File: config.mk
export PLATFORM = sky130hd
export DESIGN_NAME = hl_clkdiv_chan
export DESIGN_NICKNAME = d
export VERILOG_FILES = /design/src/rtl/hlcd_pkg.sv /design/src/rtl/hlcd_regs.sv /design/src/rtl/hlcd_phase.sv /design/src/rtl/hlcd_outsel.sv /design/src/rtl/hl_clkdiv_chan.sv
export SDC_FILE = /design/constraint.sdc
export NUM_CORES = 1
export LEC_CHECK = 0
export BUFFER_PORTS_ARGS = -buffer_cell sky130_fd_sc_hd__buf_2
export CORE_ASPECT_RATIO = 1.4
export CORE_MARGIN = 10
export CORE_UTILIZATION = 30
export CTS_CLUSTER_SIZE = 8
export DETAILED_ROUTE_END_ITERATION = 6
export GPL_TIMING_DRIVEN = 1
export PLACE_DENSITY_LB_ADDON = 0.2
export SLEW_MARGIN = 5
export SYNTH_ARGS = -nofsm -noshare
export SYNTH_HDL_FRONTEND = slang
export SYNTH_HIERARCHICAL = 1
export SYNTH_SLANG_ARGS = --single-unit
File: constraint.sdc
create_clock -name clk -period 2.9 [get_ports clk]
set_input_delay 0.145 -clock clk [delete_from_list [all_inputs] [get_ports clk]]
set_output_delay 0.145 -clock clk [all_outputs]
set_load 0.02 [all_outputs]
File: src/rtl/hlcd_pkg.sv
package hlcd_pkg;

    localparam int unsigned ADDR_W = 2;

    typedef enum logic [ADDR_W-1:0] {
        REG_CTRL = 2'd0,
        REG_GATE = 2'd1,
        REG_RSV2 = 2'd2,
        REG_RSV3 = 2'd3
    } reg_sel_e;

    typedef enum logic {
        PH_LOW  = 1'b0,
        PH_HIGH = 1'b1
    } phase_e;

    // widest of two field widths, plus headroom for a count of length+1
    function automatic int unsigned run_width(input int unsigned a, input int unsigned b);
        return ((a > b) ? a : b) + 2;
    endfunction

endpackage

File: src/rtl/hlcd_regs.sv
module hlcd_regs
    import hlcd_pkg::*;
#(
    parameter int unsigned DW       = 32,
    parameter int unsigned HI_LSB   = 0,
    parameter int unsigned HI_W     = 8,
    parameter int unsigned LO_LSB   = 8,
    parameter int unsigned LO_W     = 8,
    parameter int unsigned EN_BIT   = 16,
    parameter int unsigned GATE_BIT = 0,
    parameter bit          HAS_GATE = 1'b1
) (
    input  logic              clk,
    input  logic              rst,
    input  logic [ADDR_W-1:0] addr,
    input  logic [DW-1:0]     wdata,
    input  logic              we,
    output logic [DW-1:0]     rdata,
    output logic              div_en,
    output logic [HI_W-1:0]   hi_cnt,
    output logic [LO_W-1:0]   lo_cnt,
    output logic              gate_en
);

    logic [DW-1:0] ctrl_q;
    logic          gate_bit;
    reg_sel_e      sel;

    assign sel = reg_sel_e'(addr);

    always_ff @(posedge clk) begin
        if (rst) begin
            ctrl_q <= '0;
        end else if (we && sel == REG_CTRL) begin
            ctrl_q <= wdata;
        end
    end

    generate
        if (HAS_GATE) begin : g_gate
            logic gate_q;
            always_ff @(posedge clk) begin
                if (rst) begin
                    gate_q <= 1'b0;
                end else if (we && sel == REG_GATE) begin
                    gate_q <= wdata[GATE_BIT];
                end
            end
            assign gate_bit = gate_q;
            assign gate_en  = gate_q;
        end else begin : g_nogate
            assign gate_bit = 1'b0;
            assign gate_en  = 1'b1;
        end
    endgenerate

    assign div_en = ctrl_q[EN_BIT];
    assign hi_cnt = ctrl_q[HI_LSB +: HI_W];
    assign lo_cnt = ctrl_q[LO_LSB +: LO_W];

    always_comb begin
        rdata = '0;
        unique case (sel)
            REG_CTRL: rdata = ctrl_q;
            REG_GATE: rdata[GATE_BIT] = gate_bit;
            default:  rdata = '0;
        endcase
    end

endmodule

File: src/rtl/hlcd_phase.sv
module hlcd_phase
    import hlcd_pkg::*;
#(
    parameter int unsigned HI_W = 8,
    parameter int unsigned LO_W = 8
) (
    input  logic            clk,
    input  logic            rst,
    input  logic            sel_div,
    input  logic [HI_W-1:0] hi_cnt,
    input  logic [LO_W-1:0] lo_cnt,
    output phase_e          phase,
    output logic [HI_W-1:0] hi_sh,
    output logic [LO_W-1:0] lo_sh
);

    localparam int unsigned CW = (HI_W > LO_W) ? HI_W : LO_W;

    logic [CW-1:0] cnt;
    logic          hi_done;
    logic          lo_done;

    assign hi_done = (cnt == CW'(hi_sh));
    assign lo_done = (cnt == CW'(lo_sh));

    always_ff @(posedge clk) begin
        if (rst) begin
            phase <= PH_LOW;
            cnt   <= '0;
            hi_sh <= '0;
            lo_sh <= '0;
        end else if (!sel_div) begin
            // idle: park at the end of a low phase so the first active edge starts high
            phase <= PH_LOW;
            cnt   <= CW'(lo_cnt);
            hi_sh <= hi_cnt;
            lo_sh <= lo_cnt;
        end else if (phase == PH_LOW) begin
            if (lo_done) begin
                phase <= PH_HIGH;
                cnt   <= '0;
                hi_sh <= hi_cnt;
                lo_sh <= lo_cnt;
            end else begin
                cnt <= cnt + 1'b1;
            end
        end else begin
            if (hi_done) begin
                phase <= PH_LOW;
                cnt   <= '0;
            end else begin
                cnt <= cnt + 1'b1;
            end
        end
    end

endmodule

File: src/rtl/hlcd_outsel.sv
module hlcd_outsel
    import hlcd_pkg::*;
#(
    parameter bit HAS_GATE = 1'b1
) (
    input  logic   clk,
    input  logic   rst,
    input  logic   div_en,
    input  logic   gate_en,
    input  phase_e phase,
    output logic   sel_div,
    output logic   gate_q,
    output logic   clk_out
);

    logic div_lvl;

    assign div_lvl = (phase == PH_HIGH);

    // updated while clk is low; the divided source must also be low
    always_ff @(negedge clk) begin
        if (rst) begin
            sel_div <= 1'b0;
        end else if (!div_lvl) begin
            sel_div <= div_en;
        end
    end

    generate
        if (HAS_GATE) begin : g_gate
            always_ff @(negedge clk) begin
                if (rst) begin
                    gate_q <= 1'b0;
                end else if (!sel_div || !div_lvl) begin
                    gate_q <= gate_en;
                end
            end
        end else begin : g_open
            assign gate_q = 1'b1;
        end
    endgenerate

    assign clk_out = gate_q & (sel_div ? div_lvl : clk);

endmodule

File: src/rtl/hl_clkdiv_chan.sv
module hl_clkdiv_chan
    import hlcd_pkg::*;
#(
    parameter int unsigned DW       = 32,
    parameter int unsigned HI_LSB   = 0,
    parameter int unsigned HI_W     = 8,
    parameter int unsigned LO_LSB   = 8,
    parameter int unsigned LO_W     = 8,
    parameter int unsigned EN_BIT   = 16,
    parameter int unsigned GATE_BIT = 0,
    parameter bit          HAS_GATE = 1'b1
) (
    input  logic          clk,
    input  logic          rst,
    input  logic [1:0]    addr,
    input  logic [DW-1:0] wdata,
    input  logic          we,
    output logic [DW-1:0] rdata,
    output logic          clk_out
);

    logic            cfg_en;
    logic [HI_W-1:0] cfg_hi;
    logic [LO_W-1:0] cfg_lo;
    logic            cfg_gate;
    logic            sel_div;
    logic            gate_q;
    phase_e          phase;
    logic [HI_W-1:0] hi_sh;
    logic [LO_W-1:0] lo_sh;

    hlcd_regs #(
        .DW(DW), .HI_LSB(HI_LSB), .HI_W(HI_W), .LO_LSB(LO_LSB), .LO_W(LO_W),
        .EN_BIT(EN_BIT), .GATE_BIT(GATE_BIT), .HAS_GATE(HAS_GATE)
    ) u_regs (
        .clk(clk), .rst(rst), .addr(addr), .wdata(wdata), .we(we), .rdata(rdata),
        .div_en(cfg_en), .hi_cnt(cfg_hi), .lo_cnt(cfg_lo), .gate_en(cfg_gate)
    );

    hlcd_phase #(.HI_W(HI_W), .LO_W(LO_W)) u_phase (
        .clk(clk), .rst(rst), .sel_div(sel_div), .hi_cnt(cfg_hi), .lo_cnt(cfg_lo),
        .phase(phase), .hi_sh(hi_sh), .lo_sh(lo_sh)
    );

    hlcd_outsel #(.HAS_GATE(HAS_GATE)) u_outsel (
        .clk(clk), .rst(rst), .div_en(cfg_en), .gate_en(cfg_gate), .phase(phase),
        .sel_div(sel_div), .gate_q(gate_q), .clk_out(clk_out)
    );

endmodule

Word level (Yosys, flattened, before mapping):

Index checks and enable logic that the tools add are counted.

* bits of input ports: 37
* logic and storage cells: 40
* output and inout port bits: 33
* memory bits (writable): 0
* flip-flop bits (word level): 60
* bits in read-only memories: 0
* memories: 0
* latch bits: 0

* $mul: 0
* magnitude comparators: 0
* muxes and demuxes: 16
* bitwise operators: 2
* equality and inequality tests: 5
* shift-type cells: 0
* reductions and logical operators: 8
* divide/modulo/power cells: 0
* add/sub/neg operators: 1

Operators with widths (count)
* 8-bit two-way mux: 10
* 31-bit two-way mux: 1
* 8-bit equality test: 2
* 8-bit by 1-bit adder with 8-bit output (second input constant): 1
* 1-bit two-way mux: 4
* 2-bit inequality test (second input constant): 2
* 2-bit by 1-bit equality test with 1-bit output (second input constant): 1
* 1-bit logical AND: 2
* 1-bit logical NOT: 2
* 2-bit logical NOT: 1
* 1-bit case mux with 2 select lines: 1
* 2-bit AND reduction: 1
* 2-bit OR reduction: 1
* 1-bit bitwise AND: 1
* 1-bit logical OR: 1
* 1-bit NOT: 1

Depth between registers and ports, before layout:

Gate-level depths: netlist of run 1.

* depth after elaboration: 4
* mapped depth: 6
* mapped depth without buffers: 5

By module:

Netlist of run 1, hierarchy kept.

By module, submodules not included
* hlcd_regs: cells an instance 197, area an instance 1859.3 um2, times used 1, sequential area each 660.6 um2
* hlcd_phase: cells an instance 143, area an instance 1460.2 um2, times used 1, sequential area each 500.5 um2
* hlcd_outsel: cells an instance 11, area an instance 96.3 um2, times used 1, sequential area each 40.0 um2

==> metrics.txt, run 1 <==
status=complete, no violations; row count=46; global-route wire length before repair=approximately 14,000 um; Area Overhead vs Synth=30.70%; Place WS=0.1695 ns; Post-Layout Inst Area=0.004464 mm2; Leak=1.798 nW; post-synth top area cell=dfxtp_1; Worst Slack Setup Final=around 0.034 ns; # setup viols final=0; top-count cell post-synth=nand2b_1; worst hold path class=primary input to register; worst path required time=2.76 ns; Post-Syn Instances=approximately 350; vias per inst=4.390; P_int=~1.9 mW; Reg area=~0.0012 mm2; ys flop type=dfxtp_1; syn nets=389; reg2reg start=u_outsel/sel_div$_SDFFE_NP0N_; hold_ws=0.04156 ns; die area=between 0.015 and 0.02 mm2; worst-path fanout max=3; Reg-to-Reg End=u_phase/lo_sh[6]$_SDFFE_PP0P_; GP Congestion=~0.76; Post-synth top cells=nand2b_1 (100), dfxtp_1 (60), mux2i_1 (50); PD cells=approximately 540 mW/mm2; share of post-route cells with drive strength above 1=about a quarter; diodes inserted=0; combinational fraction of design power=roughly a tenth; Die W=roughly 110 um; routed len/inst=between 10 and 15 um; Max Cap Violations=0; antenna viol nets, final=0; Least-Margin Pin Slew=a little over 0.8 ns; worst path arrival time=approximately 2.7 ns; post-synth design cell area=roughly 0.0034 mm2; FF-to-FF path depth=5; ys async rst share=0%; Hold Violations, Final=0; Psw=around 0.54 mW; vias in the first global route=~2,800; Switching Share=between 20 and 25%; Seq/Total Area, Yosys=a little over a third; Clock Skew=between 0.07 and 0.08 ns; min-delay src=we; GRT Total Usage=10.95%; nets=around 470; drt drc=0; core area=around 0.011 mm2; Routed WL=just over 8000 um; Synth top area share=35.16%; Area after DPL=approximately 0.0037 mm2; Yosys reg bits=60; gr ovfl total=0; FILL cells=around 1,100; Multi-input gate area=approximately 0.0020 mm2; clock-pin slew on the worst setup and hold paths=0.05 ns; Rel. slew slack=roughly 44%; via count=approximately 2,600; r2r setup slk=0.13 ns; RSZ-0062 raised after global routing=true; Yosys cell types=36; count of buffers from port buffering=a little under 70; TritonCTS clock tree=built; post-DP HPWL=5718 um; Hold Crit Depth=3; synth warn=6; final slew viol count=0; CP endpoint kind=output pin; Ports=70; largest net degree at the start of global routing=91; WHS Endpoint=u_regs/gate_en$_SDFFE_PP0P_; initial antenna violation count=0; CP max-delay cell=dfxtp_4; setup TNS=0 ns; Post-synth EDFFs=0; WS Path Type=register to output pin; Critical Path Source Type=register; delay of the slowest cell on the worst path=between 0.3 and 0.4 ns; Pre-antenna DRT Iters=4; height of the die=about 150 um; Post-Syn Area per Cell=between 9 and 10 um2; initial drt markers=around 110; crit path cell chain=nand2b_4 > a21boi_4 > buf_6; VDD IR max=slightly above 0.3 mV; share of power burned in the clock network=between 50% and 60%; synth top area cells=dfxtp_1 (35%), nand2b_1 (18%), mux2i_1 (15%), and2_1 (5.7%), buf_4 (3.5%); latest clock arrival within the worst-skew pair=~0.51 ns; Flop pwr share=36.0%; power consumption=roughly 2.4 mW; Initial Util=30.43%
==> sequential cells by signal, indices dropped and copies added (netlist names) <==
signal / cells
u_outsel/sel_div: 1
u_regs/gate_en: 1
u_regs/ctrl_q: 32
u_phase/phase: 1
u_phase/hi_sh: 8
u_phase/lo_sh: 8
u_phase/cnt: 8
u_outsel/gate_q: 1
==> placed cells by master, fill, tap and decap left out, types with 3 or more instances in the layout <==
master | Yosys | final
clkbuf_16 | 0 | 13
nand3_1 | 4 | 4
dfxtp_1 | 60 | 59
nand2b_1 | 100 | 99
buf_4 | 16 | 6
dlygate4sd3_1 | 0 | 32
xor2_1 | 10 | 10
mux2i_1 | 50 | 50
xnor2_1 | 12 | 12
inv_1 | 2 | 3
and2_1 | 31 | 31
buf_2 | 3 | 68
nand3b_1 | 8 | 8
o41ai_2 | 7 | 7
clkinv_1 | 1 | 4
nand2_1 | 5 | 4
==> final cells by class <==
type	instances	area share, %
flip-flops and latches	60	26.99
clock buffers	15	7.623
well taps	144	4.036
inverters	2	0.1682
repair buffers	107	16.26
multi-input cells	250	43.72
clock inverters	7	1.205
==> worst max path at each step <==
stage                     slack (ns)  cells after the start                             to                     startpoint
after floorplan                 0.05                      4  u_phase/hi_sh[0]$_SDFFE_PP0P_  u_outsel/sel_div$_SDFFE_NP0N_
after global placement          0.21                      3      u_phase/cnt[0]$_SDFF_PP0_  u_outsel/sel_div$_SDFFE_NP0N_
after detailed placement        0.17                      4  u_phase/lo_sh[0]$_SDFFE_PP0P_  u_outsel/sel_div$_SDFFE_NP0N_
after CTS                       0.01                      3                        clk_out  u_outsel/sel_div$_SDFFE_NP0N_
after global routing           -0.01                      3                        clk_out  u_outsel/sel_div$_SDFFE_NP0N_
final                           0.03                      3                        clk_out  u_outsel/sel_div$_SDFFE_NP0N_
==> power by group through the flow <==
stage	Clock, mW	Combinational [mW]	Sequential (mW)
6_report	1.32	0.225	0.870
5_1_grt	1.39	0.249	0.873
4_1_cts	1.35	0.228	0.871
3_5_place_dp	0.0142	0.193	0.889
3_3_place_gp	0.0142	0.192	0.888
2_1_floorplan	0.0138	0.160	0.878
==> per-stage QoR <==
stage | util (%) | instances
2_1_floorplan | - | 351
3_3_place_gp | 33.20 | 532
3_5_place_dp | 33.20 | 532
4_1_cts | 39.78 | 585
5_1_grt | 39.78 | 585
6_report | 39.78 | 585
==> per-layer routing <==
layer / global-route usage [%] / wire (um) / part of all wire, %
met4: 5.928 / 206 / 2.5
met3: 3.965 / 367 / 4.5
met1: 11.60 / 3442 / 42
met5: 0 / 0 / 0
met2: 18.19 / 4205 / 51
==> critical path, delay by kind of cell, from the launching register on <==
kind                   cells  cell delay (ns)
and+or+nand+nor            1             0.14
buffers and inverters      1             0.14
AOI/OAI and AO/OA          1             0.15
DFF                        1             0.33
==> cell families after synthesis <==
kind of cell | after synthesis | share of synthesized area, %
flip-flops | 60 | 35.16
adder cells (fa/ha/maj) | 1 | 0.3662
buffers and inverters | 41 | 8.571
AO/OA/AOI/OAI | 15 | 5.421
multiplexers | 50 | 14.65
AND/OR/NAND/NOR | 162 | 30.18
XOR/XNOR | 22 | 5.641
==> what timing repair did <==
action                                  4_1_cts  5_1_grt
pin swaps                                     1        0
endpoints found under the setup margin        2        2
hold buffers                                 32        0
hold endpoints to repair                     32        0
buffers inserted                              1        0
cloned                                        0        0
gates resized for setup                       8        0
Power figures use the tool's default switching activity.
==> run 2, diff against run 1 <==
--- a/config.mk
+++ b/config.mk
@@ -12,7 +12,7 @@
 export CTS_CLUSTER_SIZE = 8
 export DETAILED_ROUTE_END_ITERATION = 6
 export GPL_TIMING_DRIVEN = 1
-export PLACE_DENSITY_LB_ADDON = 0.2
+export PLACE_DENSITY = 0.56
 export SLEW_MARGIN = 5
 export SYNTH_ARGS = -nofsm -noshare
 export SYNTH_HDL_FRONTEND = slang
==> metrics.txt, run 2 (synthesis results as in run 1) <==
diodes inserted=0 (unchanged); core area=0.01122 mm2 (unchanged); Die W=110.2 um (unchanged); row count=46 (unchanged); CP endpoint kind=output pin; worst-path fanout max=4 (+1); Leak=1.791 nW (-0.37%); P_int=1.782 mW (-4.7%); worst setup path end=clk_out; final slew viol count=0 (unchanged); Max Cap Violations=0 (unchanged); Hold Violations, Final=0 (unchanged); vias per inst=4.423 (+0.76%); clock-pin slew on the worst setup and hold paths=0.05 ns (about the same); share of power burned in the clock network=52.6% (-2.0 points); commonest non-fill, non-tap cell in the layout=nand2b_1; die area=0.01611 mm2 (unchanged); GP Congestion=0.7811 (+2.5%); WS Path Type=register to output pin; gr ovfl total=0 (unchanged); Area Overhead vs Synth=29.63%; VDD IR max=0.2776 mV (-9.8%); vias in the first global route=2,781 (+0.47%); status=complete, no violations; Critical Path Source Type=register; RSZ-0062 raised after global routing=true; most frequent cells in the layout=nand2b_1 (99), buf_2 (68), dfxtp_1 (59), mux2i_1 (50); Clock Skew=0.07397 ns (-0.003355 ns); CP startpoint=u_outsel/sel_div$_SDFFE_NP0N_; initial antenna violation count=0 (unchanged); worst hold path class=primary input to register; Post-Layout Inst Area=0.004428 mm2 (-0.81%); Least-Margin Pin Slew=0.7683 ns (-0.06014 ns); GRT Total Usage=10.98% (+0.028 points); routed len/inst=13.95 um (-0.74%); setup TNS=0 ns (unchanged); initial drt markers=114 (+4.6%); antenna viol nets, final=0 (unchanged); FF-to-FF path depth=4 (-1); M1 WL=3276 um (-4.8%); height of the die=146.3 um (unchanged); wire length on met2=4266 um (+1.5%); TritonCTS clock tree=built; largest reg by FF count=u_regs/ctrl_q; top layer in use=met4; r2r setup slk=0.06 ns (-0.07 ns); # setup viols final=0 (unchanged); Psw=0.5303 mW (-2.5%); post-DP HPWL=5720 um (about the same); Area after DPL=0.003734 mm2 (+0.20%); worst path required time=2.76 ns (about the same); Final Util=39.45% (-0.32 points); Flop pwr share=37.7% (+1.7 points); reg2reg start=u_outsel/sel_div$_SDFFE_NP0N_; combinational fraction of design power=9.7% (+0.4 points); power consumption=2.313 mW (-4.2%); share of post-route cells with drive strength above 1=25.45% (+0.28 points); nets=473 (-0.21%); count of buffers from port buffering=69 (unchanged); via count=2,583 (+0.58%); Routed WL=8147 um (-0.91%); global-route wire length before repair=13,870 um (+0.35%); max reg flops=32 (unchanged); Switching Share=22.93% (+0.40 points); Pre-antenna DRT Iters=4 (unchanged); Rel. slew slack=48.50% (+4.0 points); latest clock arrival within the worst-skew pair=0.51 ns (about the same); met3 routed WL=341 um (-7.1%); Initial Util=30.43% (unchanged); worst path arrival time=2.73 ns (about the same); Ports=70 (unchanged); largest net degree at the start of global routing=92 (+1.1%); cell count after placement=533 (+0.19%); final cell count without fillers=584 (-0.17%); drt drc=0 (unchanged); PD cells=522.3 mW/mm2 (-3.4%); Reg-to-Reg End=u_phase/cnt[0]$_SDFF_PP0_
## run 2: through the flow
step	setup WS, ns	hold slack, ns
final	0.02157	0.02705
after global placement	0.3476	0.4078
after CTS	-0.01804	0.005083
after global routing	-0.03832	0.02872
after floorplan	0.04969	0.2999
after detailed placement	0.2627	0.4139
## run 2: power groups by stage
stage / sequential (mW) / clock, mW / combinational [mW]
after CTS: 0.871 / 1.25 / 0.227
final: 0.871 / 1.22 / 0.224
after detailed placement: 0.888 / 0.0142 / 0.195
after floorplan: 0.878 / 0.0138 / 0.160
after global placement: 0.887 / 0.0142 / 0.190
after global routing: 0.874 / 1.31 / 0.246
## run 2: final cells by class
class,count,area [um2]
multi-input combinational,250,1952
inverter,2,7.507
tap,144,180.2
fill,1089,6795
clock inverter,5,21.27
timing repair buffer,106,715.7
sequential,60,1205
clock buffer,17,346.6
## run 2: worst max-delay path: stages, from the launching register on
cell and delay [ns]:
dfxtp_4 0.34, nand2b_4 0.14, a21boi_4 0.15, buf_6 0.14
## run 2: timing repair
action / in CTS / in global routing
hold buffers: 31 / 0
gates resized for setup: 8 / 0
pin swaps: 1 / 0
hold endpoints to repair: 31 / 0
setup endpoints to repair: 2 / 2
cloned: 0 / 0
buffers inserted: 1 / 0
## run 2: metal layers
layer  global-route usage [%]  vias to the layer above
met5                        0                        -
met4                    6.894                        0
met3                    4.141                       16
met2                    17.63                       60
met1                    11.68                     1203
li1                         -                     1304
## run 2: how the worst min path moves through the flow
| stage | from | endpoint | cells after the start |
|---|---|---|---|
| floorplan | wdata[25] | u_regs/ctrl_q[25]$_SDFFE_PP0P_ | 2 |
| global placement | wdata[3] | u_regs/ctrl_q[3]$_SDFFE_PP0P_ | 3 |
| detailed placement | wdata[12] | u_regs/ctrl_q[12]$_SDFFE_PP0P_ | 3 |
| CTS | wdata[0] | u_regs/ctrl_q[0]$_SDFFE_PP0P_ | 3 |
| global route | wdata[0] | u_regs/ctrl_q[0]$_SDFFE_PP0P_ | 3 |
| finish | wdata[0] | u_regs/ctrl_q[0]$_SDFFE_PP0P_ | 3 |
